[config.mk]
export PLATFORM = sky130hd
export DESIGN_NAME = ir_status_reg
export DESIGN_NICKNAME = d
export VERILOG_FILES = /design/src/rtl/ir_status_pkg.sv /design/src/rtl/ir_status_ctrl.sv /design/src/rtl/ir_status_dp.sv /design/src/rtl/ir_status_reg.sv
export SDC_FILE = /design/constraint.sdc
export NUM_CORES = 1
export LEC_CHECK = 0
export CORE_UTILIZATION = 25
export CTS_CLUSTER_SIZE = 14
export DETAILED_ROUTE_END_ITERATION = 10
export PLACE_DENSITY = 0.71
export SETUP_SLACK_MARGIN = 0.3
export SLEW_MARGIN = 40
export SYNTH_ARGS = -nofsm -noshare
export SYNTH_HDL_FRONTEND = slang
export SYNTH_SLANG_ARGS = --single-unit
[constraint.sdc]
create_clock -name clk -period 0.8 [get_ports clk]
set_input_delay 0.12 -clock clk [delete_from_list [all_inputs] [get_ports clk]]
set_output_delay 0.12 -clock clk [all_outputs]
set_load 0.1 [all_outputs]
[src/rtl/ir_status_pkg.sv]
package ir_status_pkg;
  localparam int REG_W     = 8;
  localparam int BIT_FLOW  = 7;
  localparam int BIT_UNDER = 6;
  localparam int BIT_BUSY  = 5;
  localparam int BIT_EVT4  = 4;
  localparam int BIT_FEND  = 3;
  localparam int BIT_RSV   = 2;
  localparam int BIT_PEND  = 1;
  localparam int BIT_TOUT  = 0;

  typedef struct packed {
    logic clrOnRd;
    logic clrUnder;
    logic fendWr;
    logic fendVal;
    logic fendClr;
    logic tcClr;
  } ctrlStrobe_t;
endpackage

[src/rtl/ir_status_ctrl.sv]
module ir_status_ctrl
  import ir_status_pkg::*;
(
  input  logic             clk,
  input  logic             rstN,
  input  logic             modeRemote,
  input  logic             dmaMode,
  input  logic             regRd,
  input  logic             regWr,
  input  logic [REG_W-1:0] wrData,
  input  logic             txEndAck,
  output ctrlStrobe_t      strb
);
  logic prevRemote, prevDma, modeChg;

  always_ff @(posedge clk or negedge rstN) begin
    if (!rstN) begin
      prevRemote <= 1'b0;
      prevDma    <= 1'b0;
    end else begin
      prevRemote <= modeRemote;
      prevDma    <= dmaMode;
    end
  end

  assign modeChg = (modeRemote != prevRemote) || (dmaMode != prevDma);

  always_comb begin
    strb          = '0;
    strb.clrOnRd  = regRd;
    strb.clrUnder = regWr && wrData[BIT_UNDER];
    strb.fendWr   = regWr && !dmaMode;
    strb.fendVal  = wrData[BIT_FEND];
    strb.fendClr  = txEndAck || modeChg;
    strb.tcClr    = txEndAck || modeChg;
  end

  // a write in DMA mode must never reach the command bit
  p_no_dma_write_r9: assert property (@(posedge clk) disable iff (!rstN)
    dmaMode |-> !strb.fendWr);
endmodule

[src/rtl/ir_status_dp.sv]
module ir_status_dp
  import ir_status_pkg::*;
(
  input  logic             clk,
  input  logic             rstN,
  input  ctrlStrobe_t      strb,
  input  logic             modeRemote,
  input  logic             dmaMode,
  input  logic             evFlowCtl,
  input  logic             evTxEmpty,
  input  logic             evTcStrobe,
  input  logic             rxBusy,
  input  logic             rxInProc,
  input  logic             evLostEnd,
  input  logic             evRemotePulse,
  input  logic             rxEndsPending,
  input  logic             rxFifoTimeout,
  input  logic             statFifoTimeout,
  output logic [REG_W-1:0] rdData,
  output logic             frameEndCmd
);
  logic flowQ, underQ, evt4Q, fendQ, tcSeenQ;
  logic evt4Set, tcAvail, underSet;

  assign evt4Set  = modeRemote ? evRemotePulse : evLostEnd;
  assign tcAvail  = tcSeenQ || evTcStrobe;
  assign underSet = evTxEmpty && (dmaMode ? !tcAvail : !fendQ);

  always_ff @(posedge clk or negedge rstN) begin
    if (!rstN) begin
      flowQ   <= 1'b0;
      underQ  <= 1'b0;
      evt4Q   <= 1'b0;
      fendQ   <= 1'b0;
      tcSeenQ <= 1'b0;
    end else begin
      if (evFlowCtl)         flowQ <= 1'b1;
      else if (strb.clrOnRd) flowQ <= 1'b0;

      if (underSet)           underQ <= 1'b1;
      else if (strb.clrUnder) underQ <= 1'b0;

      if (evt4Set)           evt4Q <= 1'b1;
      else if (strb.clrOnRd) evt4Q <= 1'b0;

      if (strb.fendWr)       fendQ <= strb.fendVal;
      else if (strb.fendClr) fendQ <= 1'b0;

      if (evTcStrobe)      tcSeenQ <= 1'b1;
      else if (strb.tcClr) tcSeenQ <= 1'b0;
    end
  end

  assign frameEndCmd = fendQ && !dmaMode;

  always_comb begin
    rdData            = '0;
    rdData[BIT_FLOW]  = flowQ;
    rdData[BIT_UNDER] = underQ;
    rdData[BIT_BUSY]  = modeRemote ? rxInProc : rxBusy;
    rdData[BIT_EVT4]  = evt4Q;
    rdData[BIT_FEND]  = frameEndCmd;
    rdData[BIT_RSV]   = 1'b0;
    rdData[BIT_PEND]  = rxEndsPending;
    rdData[BIT_TOUT]  = rxFifoTimeout || statFifoTimeout;
  end

  p_flow_set_r3: assert property (@(posedge clk) disable iff (!rstN)
    evFlowCtl |=> flowQ);
  p_flow_clear_r2: assert property (@(posedge clk) disable iff (!rstN)
    strb.clrOnRd && !evFlowCtl |=> !flowQ);
  p_under_hold_r6: assert property (@(posedge clk) disable iff (!rstN)
    underQ && !strb.clrUnder |=> underQ);
  p_pio_under_r4: assert property (@(posedge clk) disable iff (!rstN)
    evTxEmpty && !dmaMode && !fendQ |=> underQ);
  p_evt4_mf_r8: assert property (@(posedge clk) disable iff (!rstN)
    !modeRemote && evLostEnd |=> evt4Q);
endmodule

[src/rtl/ir_status_reg.sv]
module ir_status_reg
  import ir_status_pkg::*;
(
  input  logic             clk,
  input  logic             rstN,
  input  logic             modeRemote,
  input  logic             dmaMode,
  input  logic             regRd,
  input  logic             regWr,
  input  logic [REG_W-1:0] wrData,
  output logic [REG_W-1:0] rdData,
  input  logic             evFlowCtl,
  input  logic             evTxEmpty,
  input  logic             evTcStrobe,
  input  logic             rxBusy,
  input  logic             rxInProc,
  input  logic             evLostEnd,
  input  logic             evRemotePulse,
  input  logic             rxEndsPending,
  input  logic             rxFifoTimeout,
  input  logic             statFifoTimeout,
  input  logic             txEndAck,
  output logic             frameEndCmd
);
  ctrlStrobe_t strb;

  ir_status_ctrl uCtrl (
    .clk(clk), .rstN(rstN), .modeRemote(modeRemote), .dmaMode(dmaMode),
    .regRd(regRd), .regWr(regWr), .wrData(wrData), .txEndAck(txEndAck),
    .strb(strb)
  );

  ir_status_dp uDp (
    .clk(clk), .rstN(rstN), .strb(strb), .modeRemote(modeRemote),
    .dmaMode(dmaMode), .evFlowCtl(evFlowCtl), .evTxEmpty(evTxEmpty),
    .evTcStrobe(evTcStrobe), .rxBusy(rxBusy), .rxInProc(rxInProc),
    .evLostEnd(evLostEnd), .evRemotePulse(evRemotePulse),
    .rxEndsPending(rxEndsPending), .rxFifoTimeout(rxFifoTimeout),
    .statFifoTimeout(statFifoTimeout), .rdData(rdData),
    .frameEndCmd(frameEndCmd)
  );

  // acknowledge without a competing write drops the command
  p_ack_clear_r10: assert property (@(posedge clk) disable iff (!rstN)
    txEndAck && !regWr |=> !frameEndCmd);
endmodule

==> impl_metrics.ini, run 1 <==
[clock_tree]
root_buffer = clkbuf_4
cts_tree = yes
cts.path.max_buffers = 2
numCtsBuffers = 3
clock_sinks = 7
clock_latency_ns = 0.25
cts-htree-levels = 1
clk_transition_reported_paths_ns = 0.05

[timing]
setup_ws_ns = -0.314
fmax_mhz = 898
min_period_ns = 1.11
whs_ns = -0.0125
finClkSkew_ns = 0.000336
rsz0062_at_grt = true
finalCritPeriodShare = 1.39
hold_violations = 1
finalSetupViolations = 10
drv_slew = 0

[yosys]
synthDistinctLibCells = 17
ys_ff_latch = 7
syn_inst = 32
yosys_warnings = 0
ys_seq_area_frac = 0.483
synth_area_per_cell_um2 = 11.3
synth_fp_nets = 57
synth_area_um2 = 363

[floorplan]
num_rows = 13
io_pins = 34
die_h_um = 40.1
core_region_area_um2 = 1320
initial_utilization = 0.275
die_width_um = 40.1
dieArea_um2 = 1610

[drt]
wl_per_cell_um = 9.59
first_pass_iters = 2
antenna_left = 0
num_vias = 333
viasPerCell = 4.38
routed_wl_um = 729
drcViolationCount = 0
drtIter0Drc = 1

[final_layout]
layout-drive-gt1-share = 0.459
num-fill-cells = 117
areaGrowthSynthToFinish_pct = 103
final_cell_mix = clkdlybuf4s50_1, buf_12, dfrtp_1, buf_4
antenna-diode-count = 0
final_common_cell = clkdlybuf4s50_1
regArea_um2 = 175
fin_util = 0.559
multi_input_area_um2 = 153
nets = 87

[critical_path]
reg2reg_from = uDp.evt4Q
required_ns = 0.68
cp-start-kind = register
cp_num_buf_inv = 1
crit_arrival_ns = 0.99
cp_max_fo = 2
path_cells = and2b_4 > buf_12
crit_slowest_cell = dfrtp_1
max_stage_delay_ns = 0.39
critical_path.top_delay_family = flip-flops
crit_type = reg -> out
cp-startpoint = uDp.fendQ
cp-end-kind = output pin

[placement]
dp_hpwl_um = 583
dp_worst_setup_slack_ns = -0.509
gp_congestion = 0.678
portBuffers = 24

[power]
p_clk_frac = 0.253
intPower_uw = 812
pwr-share-comb = 0.421
leakage_uw = 0.000350
seqPwrFrac = 0.326
p_per_area_nw_per_um2 = 1670
p_switching_uw = 422
peakVddDrop_mv = 0.789
switching_share = 0.342

[global_route]
met2_usage = 0.153
grtUsageTotal = 0.105
top_usage_layer = met2
grtUsageMet3 = 0.0667
antenna_found_initial = 0
gr-total-overflow = 0
grt_start_max_net_pins = 8
globalRouteMet1Util = 0.106
grt_pass1_vias = 272
grt_pass1_wl_um = 1010

[min_path]
hold_path_class = in -> reg
min-delay-start = modeRemote

[status]
status = finished with violations
violations = hold timing, setup timing

[job]
drv_cap = 0
## layer usage
metal / up-vias / share of wire
met5: - / 0
met4: 0 / 0.0082
met3: 2 / 0.074
met2: 13 / 0.55
met1: 158 / 0.36
li1: 160 / -
## path summary, 6_finish.rpt
check | slack [ns] | to | cells after the start
max in group asynchronous | 0.43 | uCtrl.prevDma | 1
min in group asynchronous | 0.13 | uDp.underQ | 1
worst min register to register | 0.50 | uDp.tcSeenQ | 1
worst max-delay path | -0.31 | rdData[3] | 2
worst max register to register | -0.14 | uDp.evt4Q | 2
worst min-delay path | -0.01 | uCtrl.prevRemote | 1
## power by group through the flow
stage	clock network (uW)	registers, uW	logic, uW
after global routing	350	403	543
after CTS	330	401	501
after floorplan	0	403	351
after detailed placement	0	407	498
final	312	402	520
after global placement	0	406	495
## flip-flops by register name (all words and copies together), names as in the netlist
| register | flops |
|---|---|
| uCtrl.prevDma | 1 |
| uDp.underQ | 1 |
| uDp.tcSeenQ | 1 |
| uCtrl.prevRemote | 1 |
| uDp.flowQ | 1 |
| uDp.fendQ | 1 |
| uDp.evt4Q | 1 |
## worst register-to-register path, cell delays in order, from the launching register on
cell,delay (ns)
dfrtp_1,0.38
buf_4,0.13
a221o_1,0.31
## synth_stat cells
library cell  count  share of area
dfrtp_1           7           0.48
nor3_2            1          0.028
a22o_1            2          0.048
nand2b_1          1          0.017
and2b_2           1          0.024
mux2_2            1          0.031
or2_2             1          0.017
o22ai_1           1          0.017
xor2_1            2          0.048
nor2b_1           2          0.034
a221o_1           1          0.028
inv_1             1          0.010
and2b_4           1          0.028
a21o_1            2          0.041
buf_4             6           0.12
conb_1            1          0.010
nand2_1           1          0.010
## kinds of logic (layout without fill, tap and decap cells)
group	Yosys count	count (layout)	synth area share
DFF	7	7	0.483
buffers and inverters	7	36	0.134
and+or+nand+nor	8	8	0.159
AOI/OAI and AO/OA	6	6	0.134
other	1	1	0.0103
muxes	1	1	0.0310
xor gates and xnor gates	2	2	0.0483
## per-stage QoR
stage	power (uW)	TNS, ns	instances	area (um^2)
after floorplan	754	-0.397	32	409
after global placement	901	-3.55	68	677
after detailed placement	905	-3.66	68	677
after CTS	1230	-1.53	73	703
after global routing	1300	-1.90	76	737
final	1230	-1.59	76	737
## cell type report
type | count | share of cell area
clock buffers | 4 | 0.0357
inverters | 1 | 0.00509
multi-input cells | 18 | 0.207
flip-flops and latches | 7 | 0.238
well taps | 15 | 0.0255
repair buffers | 31 | 0.489
## repair_timing
item / 4_1_cts / 5_1_grt
gates resized for setup: 22 / 4
endpoints found under the hold margin: 1 / 1
setup buffers: 1 / 3
pin swaps: 4 / 4
cloned: 0 / 0
setup endpoints to repair: 14 / 12
No activity file was read; power rests on OpenSTA's default activity.
==> run 2, diff against run 1 <==
- SLEW_MARGIN: 40 -> 0
- TNS_END_PERCENT: unset -> 5
==> run 2 against run 1 <==
The run ends with setup timing left. Worst hold slack better by 0.11 ns. Sequential share of layout area is 0.20 points higher. Flip-flop and latch count stayed put. Count of clock-buffer cells in the layout stayed put. Highest routed layer is now met3. Fmax is 1.3% higher. Combinational power is 2% lower. Via count is 2.1% lower. Non-clock buffer count is 1 lower.
==> impl_metrics.ini, run 2 (synthesis gave the netlist of run 1 again) <==
[critical_path]
crit_slowest_cell = dfrtp_1
max_stage_delay_ns = 0.37
cp-start-kind = register
crit_type = reg -> out
required_ns = 0.68
path_cells = and2b_4 > buf_12
cp_max_fo = 2
crit_arrival_ns = 0.98
cp-end-kind = output pin

[power]
seqPwrFrac = 0.327
switching_share = 0.350
p_switching_uw = 431
intPower_uw = 802
peakVddDrop_mv = 1.24
p_per_area_nw_per_um2 = 1690
p_clk_frac = 0.258
pwr-share-comb = 0.415
leakage_uw = 0.000351

[global_route]
grtUsageTotal = 0.112
antenna_found_initial = 0
grt_start_max_net_pins = 8
grt_pass1_wl_um = 1100
grt_pass1_vias = 287
gr-total-overflow = 0

[floorplan]
die_h_um = 40.1
initial_utilization = 0.275
io_pins = 34
dieArea_um2 = 1610
core_region_area_um2 = 1320
die_width_um = 40.1
num_rows = 13

[drt]
routed_wl_um = 864
viasPerCell = 4.35
first_pass_iters = 4
num_vias = 326
antenna_left = 0
wl_per_cell_um = 11.5
drtIter0Drc = 1
drcViolationCount = 0

[clock_tree]
clk_transition_reported_paths_ns = 0.05
numCtsBuffers = 3
cts.path.max_buffers = 2
cts_tree = yes
clock_sinks = 7
clock_latency_ns = 0.25
cts-htree-levels = 1
root_buffer = clkbuf_4

[timing]
finalCritPeriodShare = 1.37
min_period_ns = 1.10
finalSetupViolations = 10
rsz0062_at_grt = true
finClkSkew_ns = 0.00639
drv_slew = 0
hold_violations = 0
setup_ws_ns = -0.299
setup-tns-final_ns = -1.75
fmax_mhz = 910

[final_layout]
design_area_um2 = 731
nets = 86
final_common_cell = clkdlybuf4s50_1
antenna-diode-count = 0
final_cell_mix = clkdlybuf4s50_1, buf_12, dfrtp_1, buf_4, buf_6
layout-drive-gt1-share = 0.450
areaGrowthSynthToFinish_pct = 101

[placement]
placed_cell_area_um2 = 678
gp_congestion = 0.693
portBuffers = 24
dp_hpwl_um = 698

[min_path]
hold_path_class = in -> reg

[job]
drv_cap = 0

[status]
status = finished with violations
violations = setup timing
==> run 2: cell types whose count changed in the layout (fill, tap and decap cells not counted), sizes merged <==
cell           change
dlymetal6s2s       +1
dlygate4sd2        -2
clkdlybuf4s50      +1
clkbuf             -1
==> run 2: worst max-delay path, delay by kind of cell (launching register included) <==
kind / cells / cell delay (ns)
AND/OR/NAND/NOR: 1 / 0.19
buffers and inverters: 1 / 0.16
flip-flops: 1 / 0.37
==> run 2: what timing repair did <==
| action | CTS | global route |
|---|---|---|
| pin swaps | 4 | 2 |
| hold buffers | 0 | 0 |
| setup buffers | 1 | 1 |
| resized for setup | 23 | 2 |
| endpoints found under the setup margin | 14 | 12 |
| hold endpoints to repair | 0 | 0 |
==> run 2: path summary, 6_finish.rpt <==
| kind | from | end | slack [ns] | cells after the start |
|---|---|---|---|---|
| worst max-delay path | uDp.fendQ | frameEndCmd | -0.30 | 2 |
| worst min-delay path | modeRemote | uCtrl.prevRemote | 0.10 | 2 |
| worst max register to register | uDp.fendQ | uDp.fendQ | -0.23 | 4 |
| worst min register to register | uDp.tcSeenQ | uDp.tcSeenQ | 0.53 | 1 |
| max in group asynchronous | rstN | uDp.tcSeenQ | 0.43 | 1 |
| min in group asynchronous | rstN | uDp.flowQ | 0.13 | 1 |
==> run 2: per-layer routing <==
metal  global-route usage  part of all wire  up-vias
met5                    0                 0        -
met4               0.0517                 0        0
met3               0.0667             0.063        0
met2                0.190              0.58       14
met1                0.108              0.36      154
li1                     -                 -      158
==> run 2: power by group through the flow <==
| stage | registers, uW | logic (uW) | clock network [uW] |
|---|---|---|---|
| 6_report | 404 | 512 | 318 |
| 5_1_grt | 406 | 531 | 359 |
| 4_1_cts | 404 | 510 | 336 |
| 3_5_place_dp | 409 | 501 | 0 |
| 3_3_place_gp | 406 | 495 | 0 |
| 2_1_floorplan | 397 | 323 | 0 |
==> run 2: layout make-up <==
| cell class | count | area (um^2) |
|---|---|---|
| clock buffer | 4 | 26.3 |
| fill | 113 | 587 |
| inverter | 1 | 3.75 |
| multi-input combinational | 18 | 153 |
| sequential | 7 | 175 |
| tap | 15 | 18.8 |
| timing repair buffer | 30 | 354 |
==> run 2: through the flow <==
step           power [uW]  cells  setup WS (ns)  hold slack (ns)  utilization
6_report             1230     75         -0.299            0.102        0.555
3_3_place_gp          901     69         -0.474            0.241        0.515
5_1_grt              1300     75         -0.325           0.0918        0.555
3_5_place_dp          910     69         -0.501            0.241        0.515
2_1_floorplan         720     32         -0.258           -0.176            -
4_1_cts              1250     74         -0.304           0.0932        0.542
